==> src/rtl/cp0h_pkg.sv <==
package cp0h_pkg;
    typedef enum logic [3:0] {
        CL_OTHER  = 4'd0,
        CL_MTC0   = 4'd1,
        CL_MFC0   = 4'd2,
        CL_LOAD   = 4'd3,
        CL_STORE  = 4'd4,
        CL_CACHE  = 4'd5,
        CL_BRANCH = 4'd6,
        CL_TLBP   = 4'd7,
        CL_TLBR   = 4'd8,
        CL_TLBWI  = 4'd9,
        CL_TLBWR  = 4'd10,
        CL_ERET   = 4'd11
    } icls_e;

    typedef enum logic [2:0] {
        RC_NONE    = 3'd0,
        RC_MOVE    = 3'd1,
        RC_SPACING = 3'd2,
        RC_K0WIN   = 3'd3,
        RC_MODEWIN = 3'd4,
        RC_ITS     = 3'd5,
        RC_TLB     = 3'd6
    } rcode_e;

    localparam int unsigned NUM_RC = 6;

    localparam logic [4:0] REG_INDEX  = 5'd0;
    localparam logic [4:0] REG_ELO0   = 5'd2;
    localparam logic [4:0] REG_ELO1   = 5'd3;
    localparam logic [4:0] REG_PMASK  = 5'd5;
    localparam logic [4:0] REG_EHI    = 5'd10;
    localparam logic [4:0] REG_STATUS = 5'd12;
    localparam logic [4:0] REG_CONFIG = 5'd16;

    localparam int unsigned STS_EXL = 1;
    localparam int unsigned STS_ERL = 2;
    localparam int unsigned STS_KSU = 3;
    localparam int unsigned STS_ITS = 24;

    localparam logic [2:0] K0_UNCACHED = 3'd2;
    localparam logic [2:0] K0_RESET    = 3'd3;

    typedef struct packed {
        logic       vld;
        icls_e      cls;
        logic [4:0] rnum;
        logic       its;
    } hent_t;
endpackage

==> src/rtl/cp0h_k0win.sv <==
module cp0h_k0win
    import cp0h_pkg::*;
(
    input  logic       clk,
    input  logic       rst,
    input  logic       adv,
    input  logic       cfg_wr,
    input  logic [2:0] wr_k0,
    output logic [2:0] eff_k0,
    output logic       in_window
);
    typedef enum logic [1:0] {KS_STEADY, KS_GAP1, KS_GAP2} kstate_e;

    kstate_e    state, state_nx;
    logic [2:0] arch_k0, held_k0;
    logic       chg;

    assign chg       = adv && cfg_wr && (wr_k0 != arch_k0);
    assign eff_k0    = (state == KS_STEADY) ? arch_k0 : held_k0;
    assign in_window = (state != KS_STEADY);

    always_comb begin
        state_nx = state;
        unique case (state)
            KS_STEADY: if (chg) state_nx = KS_GAP1;
            KS_GAP1:   if (adv) state_nx = chg ? KS_GAP1 : KS_GAP2;
            KS_GAP2:   if (adv) state_nx = chg ? KS_GAP1 : KS_STEADY;
            default:   state_nx = KS_STEADY;
        endcase
    end

    always_ff @(posedge clk) begin
        if (rst) state <= KS_STEADY;
        else     state <= state_nx;
    end

    always_ff @(posedge clk) begin
        if (rst) begin
            arch_k0 <= K0_RESET;
            held_k0 <= K0_RESET;
        end else begin
            if (chg)               held_k0 <= eff_k0;
            if (adv && cfg_wr)     arch_k0 <= wr_k0;
        end
    end

    p_gap2_exit_r3: assert property (@(posedge clk) disable iff (rst)
        (state == KS_GAP2 && adv) |=> (state != KS_GAP2));
    p_gap_hold_r8: assert property (@(posedge clk) disable iff (rst)
        (!adv) |=> $stable(state));
endmodule

==> config.mk <==
export PLATFORM = sky130hd
export DESIGN_NAME = cp0h_k0win
export DESIGN_NICKNAME = d
export VERILOG_FILES = /design/src/rtl/cp0h_pkg.sv /design/src/rtl/cp0h_k0win.sv
export SDC_FILE = /design/constraint.sdc
export NUM_CORES = 1
export LEC_CHECK = 0
export ABC_CLOCK_PERIOD_IN_PS = 1200
export BUFFER_PORTS_ARGS = -buffer_cell sky130_fd_sc_hd__buf_2
export CAP_MARGIN = 20
export CORE_AREA = 2 2 39 41
export CTS_CLUSTER_DIAMETER = 30
export DETAILED_ROUTE_END_ITERATION = 8
export DIE_AREA = 0 0 41 43
export GPL_TIMING_DRIVEN = 0
export MAX_ROUTING_LAYER = met4
export PLACE_DENSITY_LB_ADDON = 0.15
export SKIP_CTS_REPAIR_TIMING = 1
export SYNTH_ARGS = -nofsm -noshare
export SYNTH_HDL_FRONTEND = slang
export SYNTH_SLANG_ARGS = --single-unit
==> constraint.sdc <==
create_clock -name clk -period 1.2 [get_ports clk]
set_input_delay 0.12 -clock clk [delete_from_list [all_inputs] [get_ports clk]]
set_output_delay 0.12 -clock clk [all_outputs]
set_load 0.005 [all_outputs]
==> results of run 1 <==
## layout make-up
type	instances	area [µm²]
plain buffers	1	5.00
clock buffers	3	22.5
fillers	140	716
inverters	2	7.51
multi-input cells	35	368
flip-flops and latches	8	169
well taps	16	20.0
repair buffers	11	76.3
## state kept, by name, indices dropped and copies added, names as in the netlist
register / flops
arch_k0: 3
held_k0: 3
state: 2
## power breakdown
part	internal (µW)	leakage, µW	total, µW	switching [µW]
sequential	281	0.0000665	304	22.6
clock	114	0.0000138	205	90.5
combinational	93.0	0.000185	172	79.0
total	489	0.000265	681	192
## worst max path at each step
stage,end,start,slack (ns)
after floorplan,held_k0[0],state[1],0.03
after global placement,eff_k0[0],state[0],-0.11
after detailed placement,eff_k0[2],state[0],-0.11
after CTS,eff_k0[2],state[0],-0.40
after global routing,eff_k0[1],state[1],-0.21
final,eff_k0[0],state[1],-0.17
## cells by family (layout without fill, tap and decap cells)
logic type             count (synthesis)  in the layout  synth area share
AO/OA/AOI/OAI                         11             11             0.211
AND/OR/NAND/NOR                       17             17             0.230
flip-flops                             8              8             0.347
XOR/XNOR                               3              3            0.0894
multiplexers                           4              4            0.0948
buffers and inverters                  3             17            0.0271
## per-layer routing
metal  routed length (µm)  track usage
met1                  501        0.182
met3                   50       0.0942
met4                    4       0.0200
met5                    0            -
met2                  509        0.175
## layout by cell type (no fill, tap or decap)
| master | Yosys | layout |
|---|---|---|
| nor3b_1 | 2 | 2 |
| dfxtp_4 | 0 | 1 |
| and3_1 | 2 | 2 |
| nand4bb_4 | 0 | 1 |
| clkbuf_4 | 0 | 3 |
| mux2_4 | 0 | 3 |
| a211o_2 | 1 | 1 |
| nand2_1 | 3 | 3 |
| dfxtp_1 | 8 | 3 |
| buf_4 | 0 | 1 |
| nor4_1 | 1 | 1 |
| xnor2_4 | 0 | 2 |
| xnor2_2 | 2 | 1 |
| nand3_1 | 2 | 2 |
| a21oi_1 | 3 | 3 |
| a2111oi_4 | 0 | 1 |
| nor2b_1 | 1 | 1 |
| o31ai_1 | 1 | 1 |
| nor4b_1 | 1 | 1 |
| mux2i_1 | 1 | 1 |
| a31o_1 | 1 | 1 |
| nand4b_1 | 1 | 1 |
| nor2_1 | 3 | 2 |
| buf_6 | 0 | 3 |
| a211o_1 | 3 | 3 |
| a31oi_4 | 1 | 1 |
| inv_1 | 2 | 2 |
| buf_2 | 1 | 8 |
| dfxtp_2 | 0 | 4 |
| nor2_4 | 0 | 1 |
## worst max-delay path: cells and delay by family (launching register included)
| kind | cells | cell delay, ns |
|---|---|---|
| flops | 1 | 0.36 |
| buf+inv | 1 | 0.11 |
| simple gates | 1 | 0.20 |
| mux | 1 | 0.33 |
## through the flow
| stage | cell area (µm²) | power (µW) | TNS, ns | std cells |
|---|---|---|---|---|
| after floorplan | 473 | 385 | 0 | 46 |
| after global placement | 543 | 431 | -0.497 | 72 |
| after detailed placement | 543 | 432 | -0.501 | 72 |
| after CTS | 566 | 643 | -1.45 | 75 |
| after global routing | 668 | 723 | -0.852 | 76 |
| final | 668 | 681 | -0.586 | 76 |
## synth_stat cells
master | number | share of area
a2111oi_0 | 1 | 0.019
a211o_1 | 3 | 0.057
a211o_2 | 1 | 0.022
a21oi_1 | 3 | 0.033
a31o_1 | 1 | 0.019
a31oi_4 | 1 | 0.046
and3_1 | 2 | 0.027
buf_2 | 1 | 0.011
dfxtp_1 | 8 | 0.35
inv_1 | 2 | 0.016
mux2_2 | 3 | 0.073
mux2i_1 | 1 | 0.022
nand2_1 | 3 | 0.024
nand3_1 | 2 | 0.022
nand4b_1 | 1 | 0.019
nand4bb_2 | 1 | 0.035
nor2_1 | 3 | 0.024
nor2b_1 | 1 | 0.014
nor3b_1 | 2 | 0.033
nor4_1 | 1 | 0.014
nor4b_1 | 1 | 0.019
o31ai_1 | 1 | 0.016
xnor2_1 | 1 | 0.019
xnor2_2 | 2 | 0.070
==> results.md, run 1 <==
- Max-slew violations: 0
- Number of global-route vias before repair: between 300 and 400
- Die X: just over 40 µm
- Slew headroom: 0.837
- I/O pins: 11
- Post-Syn Area: 462 µm²
- Detail-routed via count per cell: roughly 5.4
- Final Cycle Share: 1.14
- Synthesized instance count: 46
- Arr. time, crit path: 1.25 ns
- Post-layout worst setup margin: -0.168 ns
- R2r startpoint: state[1]
- Reg-to-reg slack, setup: -0.06 ns
- Total Routing Usage GR: 0.137
- PD cells: between 1000 and 1500 nW/µm²
- NumNets Final: 69
- Clock tree buffer depth: 2
- Hold Path Depth: 2
- Status: complete, but fails checks
- Starting DRT DRC Count: 3
- First-pass GRT wire length: between 1.5 and 2 mm
- Unrepaired setup endpoints after global routing: yes
- Avg Inst Size Synth: roughly 10 µm²
- Startpoint Class: flip-flop
- Core Rows: 14
- Clock slew seen by the registers of the worst setup and hold paths: approximately 0.050 ns
- Final setup viols: 5
- H-tree depth: 1
- Min Tclk post-route: 1.37 ns
- Critical path cell sequence: nor2_4 > mux2_4 > buf_6
- Hold WC Path Type: input pin to flip-flop
- Setup CP Type: flip-flop to output port
- Layout area overhead: 44.7%
- Max Fclk: roughly 730 MHz
- CTS Buf Count: 3
- CP required: approximately 1.1 ns
- MaxCap Viol Count: 0
- Clock Skew: approximately 0.010 ns
- IO buf count: 10
- Post-Route WL: 1.07 mm
- Util after Layout: 0.483
- Worst slack, placed: -0.115 ns
- Largest net degree at the start of global routing: 11
- Failing checks: setup timing
- DIE HEIGHT: 43 µm
- Post-route ant nets: 0
- Fin Hold WS: approximately 0.18 ns
- Initial antenna violation count: 0
- Yosys warnings: 0
- VDD IR max: roughly 0.57 mV
- Actual slew at the worst max-slew pin: roughly 0.24 ns
- Seq/Total Area, Yosys: 0.347
- Ant diodes: 0
- Clk root buf: clkbuf_4
- Wire length per cell: around 14 µm
- Reg2Reg Depth: 4
- Worst path slowest cell: dfxtp_4
- Clk Latency, worst-skew pair: between 0.2 and 0.3 ns
- Clk sinks: 8
- Drt drc: 0
- Slowest stage delay, CP: roughly 0.36 ns
- Worst hold endpoint: state[0]
- Die area: between 1500 and 2000 µm²
- CTS tree: yes
- Hold Fails Final Rpt: 0
- Grt total ovfl: 0
- Leak: between 0.0002 and 0.0003 µW
- Reg2reg end: held_k0[0]
- Worst Min Path Start: adv
- CP Max Fanout: 5
- Yosys cell types: 24
- Routability cong.: ~0.67
- Mapped Nets: 53
- Initial core utilization: 0.334
- CP endpoint kind: output port
- Share of cells above drive strength 1: 0.517
- DR pass1 iterations: 3
- Core footprint: ~1400 µm²
- Synth Register Bits: 8
- Routed vias: 412
Power figures use the tool's default switching activity.
==> run 2: changes to the inputs <==
--- a/config.mk
+++ b/config.mk
@@ -5,6 +5,7 @@
 export SDC_FILE = /design/constraint.sdc
 export NUM_CORES = 1
 export LEC_CHECK = 0
+export ABC_AREA = 1
 export ABC_CLOCK_PERIOD_IN_PS = 1200
 export BUFFER_PORTS_ARGS = -buffer_cell sky130_fd_sc_hd__buf_2
 export CAP_MARGIN = 20
==> results.md, run 2 <==
- Fillers: 152
- Util after Layout: 0.381
- CP endpoint kind: output port
- First-pass GRT wire length: 1.54 mm
- Die area: 1760 µm²
- Share of cells above drive strength 1: 0.308
- WP buf/inv: 3
- PD cells: 1230 nW/µm²
- Reg-to-reg slack, setup: between 0.15 and 0.2 ns
- Commonest non-fill, non-tap cell in the layout: nand2_1
- Number of global-route vias before repair: between 300 and 400
- Delay-heaviest family, CP: flip-flops
- Inst Count DP: 90
- CTS Buf Count: 3
- VDD IR max: 0.718 mV
- Drt drc: 0
- NumNets Final: just under 90
- Core footprint: between 1000 and 1500 µm²
- Total Routing Usage GR: 0.136
- Clock Skew: between 0.003 and 0.004 ns
- Top sig layer: met4
- Synth Flop Type: dfxtp_1
- Synth Register Bits: 8
- Post-Route WL: about 900 µm
- Yosys cell types: 15
- Synthesized instance count: 64
- Core Rows: 14
- Clk sinks: 8
- Post-synth EDFFs: 0
- H-tree depth: 1
- CP required: 1.08 ns
- Leak: a little under 0.0003 µW
- FF+latch area: approximately 170 µm²
- Wire length per cell: ~9.5 µm
- DR pass1 iterations: 4
- Seq/Total Area, Yosys: 0.386
- Metal3 WL: 71 µm
- Starting DRT DRC Count: 9
- Max Fclk: between 800 and 900 MHz
- Largest area contributor in the netlist: dfxtp_1
- Post-Syn Area: about 420 µm²
- Layout area overhead: 26.8%
- Yosys warnings: 0
- MaxCap Viol Count: 0
- Startpoint Class: flip-flop
- Routability cong.: approximately 0.72
- Final setup viols: 0
- Unrepaired setup endpoints after global routing: yes
- CTS tree: yes
- Initial core utilization: 0.300
- Avg Inst Size Synth: 6.49 µm²
- Largest net degree at the start of global routing: 9
- Arr. time, crit path: around 1.1 ns
- Detail-routed via count per cell: roughly 4.5
- Slowest stage delay, CP: between 0.3 and 0.4 ns
- Post-synth top area share: 0.386
- Layout Cells excl Fill: 94
- Setup CP Type: flip-flop to output port
- Actual slew at the worst max-slew pin: roughly 0.26 ns
- Synth cell count leaders: nand2_1, dfxtp_1, inv_1
- Post-route ant nets: 0
- DIE HEIGHT: 43 µm
- Ant diodes: 0
- Post-layout power: 650 µW
- Worst path slowest cell: dfxtp_4
- Hold Fails Final Rpt: 0
- Met2 Wirelength: 405 µm
- Hold WC Path Type: input pin to flip-flop
- Leading registers by flop count: arch_k0 (3), held_k0 (3), state (2)
- Status: complete, no violations
- Max-slew violations: 0
- Post-synth ARST share: 0
- Wire length on met1: 406 µm
- Synth area leaders: dfxtp_1, nand2_1, nand3_1, inv_1, a21oi_1
- DP HPWL: roughly 670 µm
- Footprint of the multi-input gates: ~220 µm²
- Clock tree buffer depth: 2
- Commonest cells after routing, fill and taps aside: nand2_1, buf_2, inv_1
- Clk root buf: clkbuf_4
- Clk Latency, worst-skew pair: ~0.25 ns
- IO buf count: 10
- I/O pins: 11
- Grt total ovfl: 0
- Fin Hold WS: ~0.095 ns
- Clock slew seen by the registers of the worst setup and hold paths: about 0.050 ns
- Critical path cell sequence: nor2_4 > buf_4 > o21ai_2 > inv_1 > buf_2
- Initial antenna violation count: 0
- Min Tclk post-route: between 1 and 1.5 ns
- Most frequent cell after synthesis: nand2_1
- Slew headroom: 0.826
- Final Cycle Share: 0.993
- Die X: between 40 and 50 µm
- Routed vias: approximately 420
- CP Max Fanout: 4
- Mapped Nets: 71
==> run 2: cell types whose count changed in the layout (fill, tap and decap cells not counted), sizes merged, moves of 2 or more <==
cell,delta
nand2,+22
xnor2,-2
nor3b,-2
nand3,+5
mux2,-3
o21ai,+3
a211o,-4
and3,-2
inv,+9
==> run 2: metrics by stage <==
step	instance area (µm²)	setup TNS, ns	setup slack, ns
final	527	0	0.00883
after global routing	527	-0.170	-0.0596
after CTS	508	-0.0595	-0.0537
after detailed placement	485	0	0.150
after global placement	485	0	0.160
after floorplan	415	0	0.277
==> run 2: report_power, final <==
group / switching [µW] / internal [µW]
combinational: 84.6 / 65.9
sequential: 15.4 / 285
clock: 85.4 / 114
==> run 2: layout make-up <==
type | count | share of cell area
Sequential cell | 8 | 0.318
Clock buffer | 3 | 0.0428
Tap cell | 16 | 0.0380
Timing Repair Buffer | 11 | 0.109
Multi-Input combinational cell | 45 | 0.413
Inverter | 11 | 0.0784
==> run 2: worst paths after layout <==
kind	cells after the start	end	start
max	5	eff_k0[2]	state[1]
min	3	arch_k0[1]	wr_k0[1]
max reg2reg	7	state[0]	arch_k0[0]
min reg2reg	2	held_k0[1]	held_k0[1]
==> run 2: metal layers <==
layer	vias up	global-route usage
met5	-	-
met4	0	0.0600
met3	2	0.0785
met2	14	0.172
met1	178	0.171
li1	228	-
==> run 2: cell families (layout without fill, tap and decap cells) <==
group                     count (synthesis)  in the layout  share of synthesized area
AOI/OAI and AO/OA                         8              8                      0.117
DFF                                       8              8                      0.386
and+or+nand+nor                          36             36                      0.377
buffers and inverters                    11             25                     0.0994
xor gates and xnor gates                  1              1                     0.0211
==> run 2: tightest hold or removal path, stage by stage <==
cell and delay, ns:
buf_2 0.09, nand2_1 0.05, nand3_1 0.05
==> run 3: changes to the inputs <==
--- a/config.mk
+++ b/config.mk
@@ -15,7 +15,6 @@
 export DIE_AREA = 0 0 41 43
 export GPL_TIMING_DRIVEN = 0
 export MAX_ROUTING_LAYER = met4
-export PLACE_DENSITY_LB_ADDON = 0.15
 export SKIP_CTS_REPAIR_TIMING = 1
 export SYNTH_ARGS = -nofsm -noshare
 export SYNTH_HDL_FRONTEND = slang
==> results.md, run 3 (same netlist as run 2, synthesis figures left out) <==
- Status: complete, but fails checks
- Failing checks: setup timing
- Fin Hold WS: between 0.09 and 0.1 ns
- Met1 usage: 0.156
- Comb pwr share: 0.242
- DP HPWL: between 600 and 700 µm
- Hold Fails Final Rpt: 0
- Post-layout worst setup margin: -0.00851 ns
- Largest net degree at the start of global routing: 9
- Setup crit start: state[1]
- Final setup viols: 2
- NumNets Final: 88
- CP required: 1.08 ns
- Unrepaired setup endpoints after global routing: yes
- Drt drc: 0
- Min Tclk post-route: 1.21 ns
- Leak: ~0.00029 µW
- Met2 Use GR: 0.119
- Arr. time, crit path: roughly 1.1 ns
- Wire length per cell: between 9 and 10 µm
- IO buf count: 10
- Actual slew at the worst max-slew pin: ~0.27 ns
- CTS tree: yes
- Fillers: 157
- Routed vias: just over 400
- Hold WC Path Type: input pin to flip-flop
- GRT Max-Usage Layer: met1
- Max-slew violations: 0
- Commonest non-fill, non-tap cell in the layout: nand2_1
- Starting DRT DRC Count: 4
- Clock Power Share: 0.307
- Clock slew seen by the registers of the worst setup and hold paths: around 0.05 ns
- Total Routing Usage GR: 0.117
- DR pass1 iterations: 4
- Startpoint Class: flip-flop
- Post-route ant nets: 0
- Internal power: around 470 µW
- Clk root buf: clkbuf_4
- Final Cycle Share: 1.01
- Max Fclk: ~830 MHz
- Core Rows: 14
- H-tree depth: 1
- Slew headroom: 0.819
- DIE HEIGHT: between 40 and 50 µm
- Number of global-route vias before repair: about 300
- CTS Buf Count: 3
- Inst Count DP: 90
- R2r startpoint: arch_k0[0]
- Leading registers by flop count: arch_k0 (3), held_k0 (3), state (2)
- Met3 usage: 0.0942
- Setup CP Type: flip-flop to output port
- Die X: just over 40 µm
- Worst slack, placed: 0.193 ns
- Layout area overhead: 29.8%
- Routability cong.: ~0.75
- Clk sinks: 8
- Post-Route WL: approximately 920 µm
- VDD IR max: roughly 0.8 mV
- Detail-routed via count per cell: approximately 4.4
- CP endpoint kind: output port
- Sw frac: 0.295
- Post-layout power: roughly 660 µW
- Worst Min Path Start: wr_k0[1]
- Core footprint: 1380 µm²
- Share of power burned in registers: 0.451
- Sw Pwr: roughly 200 µW
- Grt total ovfl: 0
- Layout Cells excl Fill: 95
- Setup TNS Final: -0.0123 ns
- Ant diodes: 0
- Clk Latency, worst-skew pair: ~0.25 ns
- Share of cells above drive strength 1: 0.342
- Clock Skew: between 0.004 and 0.005 ns
- Clock tree buffer depth: 2
- First-pass GRT wire length: roughly 1.3 mm
- Initial core utilization: 0.300
- CP Max Fanout: 5
- Commonest cells after routing, fill and taps aside: nand2_1, buf_2, inv_1
- I/O pins: 11
- MaxCap Viol Count: 0
- PD cells: ~1200 nW/µm²
- Initial antenna violation count: 0
- Die area: 1760 µm²
[run 3: area by class of cell]
type | instances | area, µm² | share of cell area
well taps | 16 | 20.0 | 0.0371
repair buffers | 12 | 65.1 | 0.121
clock buffers | 3 | 22.5 | 0.0418
flip-flops and latches | 8 | 168 | 0.311
multi-input cells | 45 | 223 | 0.413
inverters | 11 | 41.3 | 0.0766
[run 3: metrics by stage]
step / util / instance area (µm²)
floorplan: - / 415
global placement: 0.351 / 485
detailed placement: 0.351 / 485
CTS: 0.367 / 508
global route: 0.390 / 539
finish: 0.390 / 539
[run 3: power by group through the flow]
| stage | Combinational (µW) | Clock, µW | Sequential [µW] |
|---|---|---|---|
| 2_1_floorplan | 96.8 | 0 | 303 |
| 3_3_place_gp | 141 | 0 | 305 |
| 3_5_place_dp | 141 | 0 | 306 |
| 4_1_cts | 142 | 215 | 300 |
| 5_1_grt | 182 | 236 | 302 |
| 6_report | 161 | 204 | 300 |
[run 3: layer usage]
metal	up-vias	wire length, µm
li1	230	-
met5	-	0
met1	174	429
met3	2	61
met2	8	414
met4	0	10
[run 3: worst max-delay path, stage by stage, from the launching register on]
cell and delay [ns]:
dfxtp_4 0.35, nor2_4 0.15, inv_2 0.08, o21ai_2 0.13
buf_2 0.13
[run 3: path summary, 6_finish.rpt]
kind / endpoint / slack [ns] / depth (start not counted)
setup / recovery: eff_k0[0] / -0.009 / 4
hold / removal: arch_k0[1] / 0.09 / 3
setup reg to reg: state[0] / 0.17 / 7
hold reg to reg: held_k0[0] / 0.46 / 2
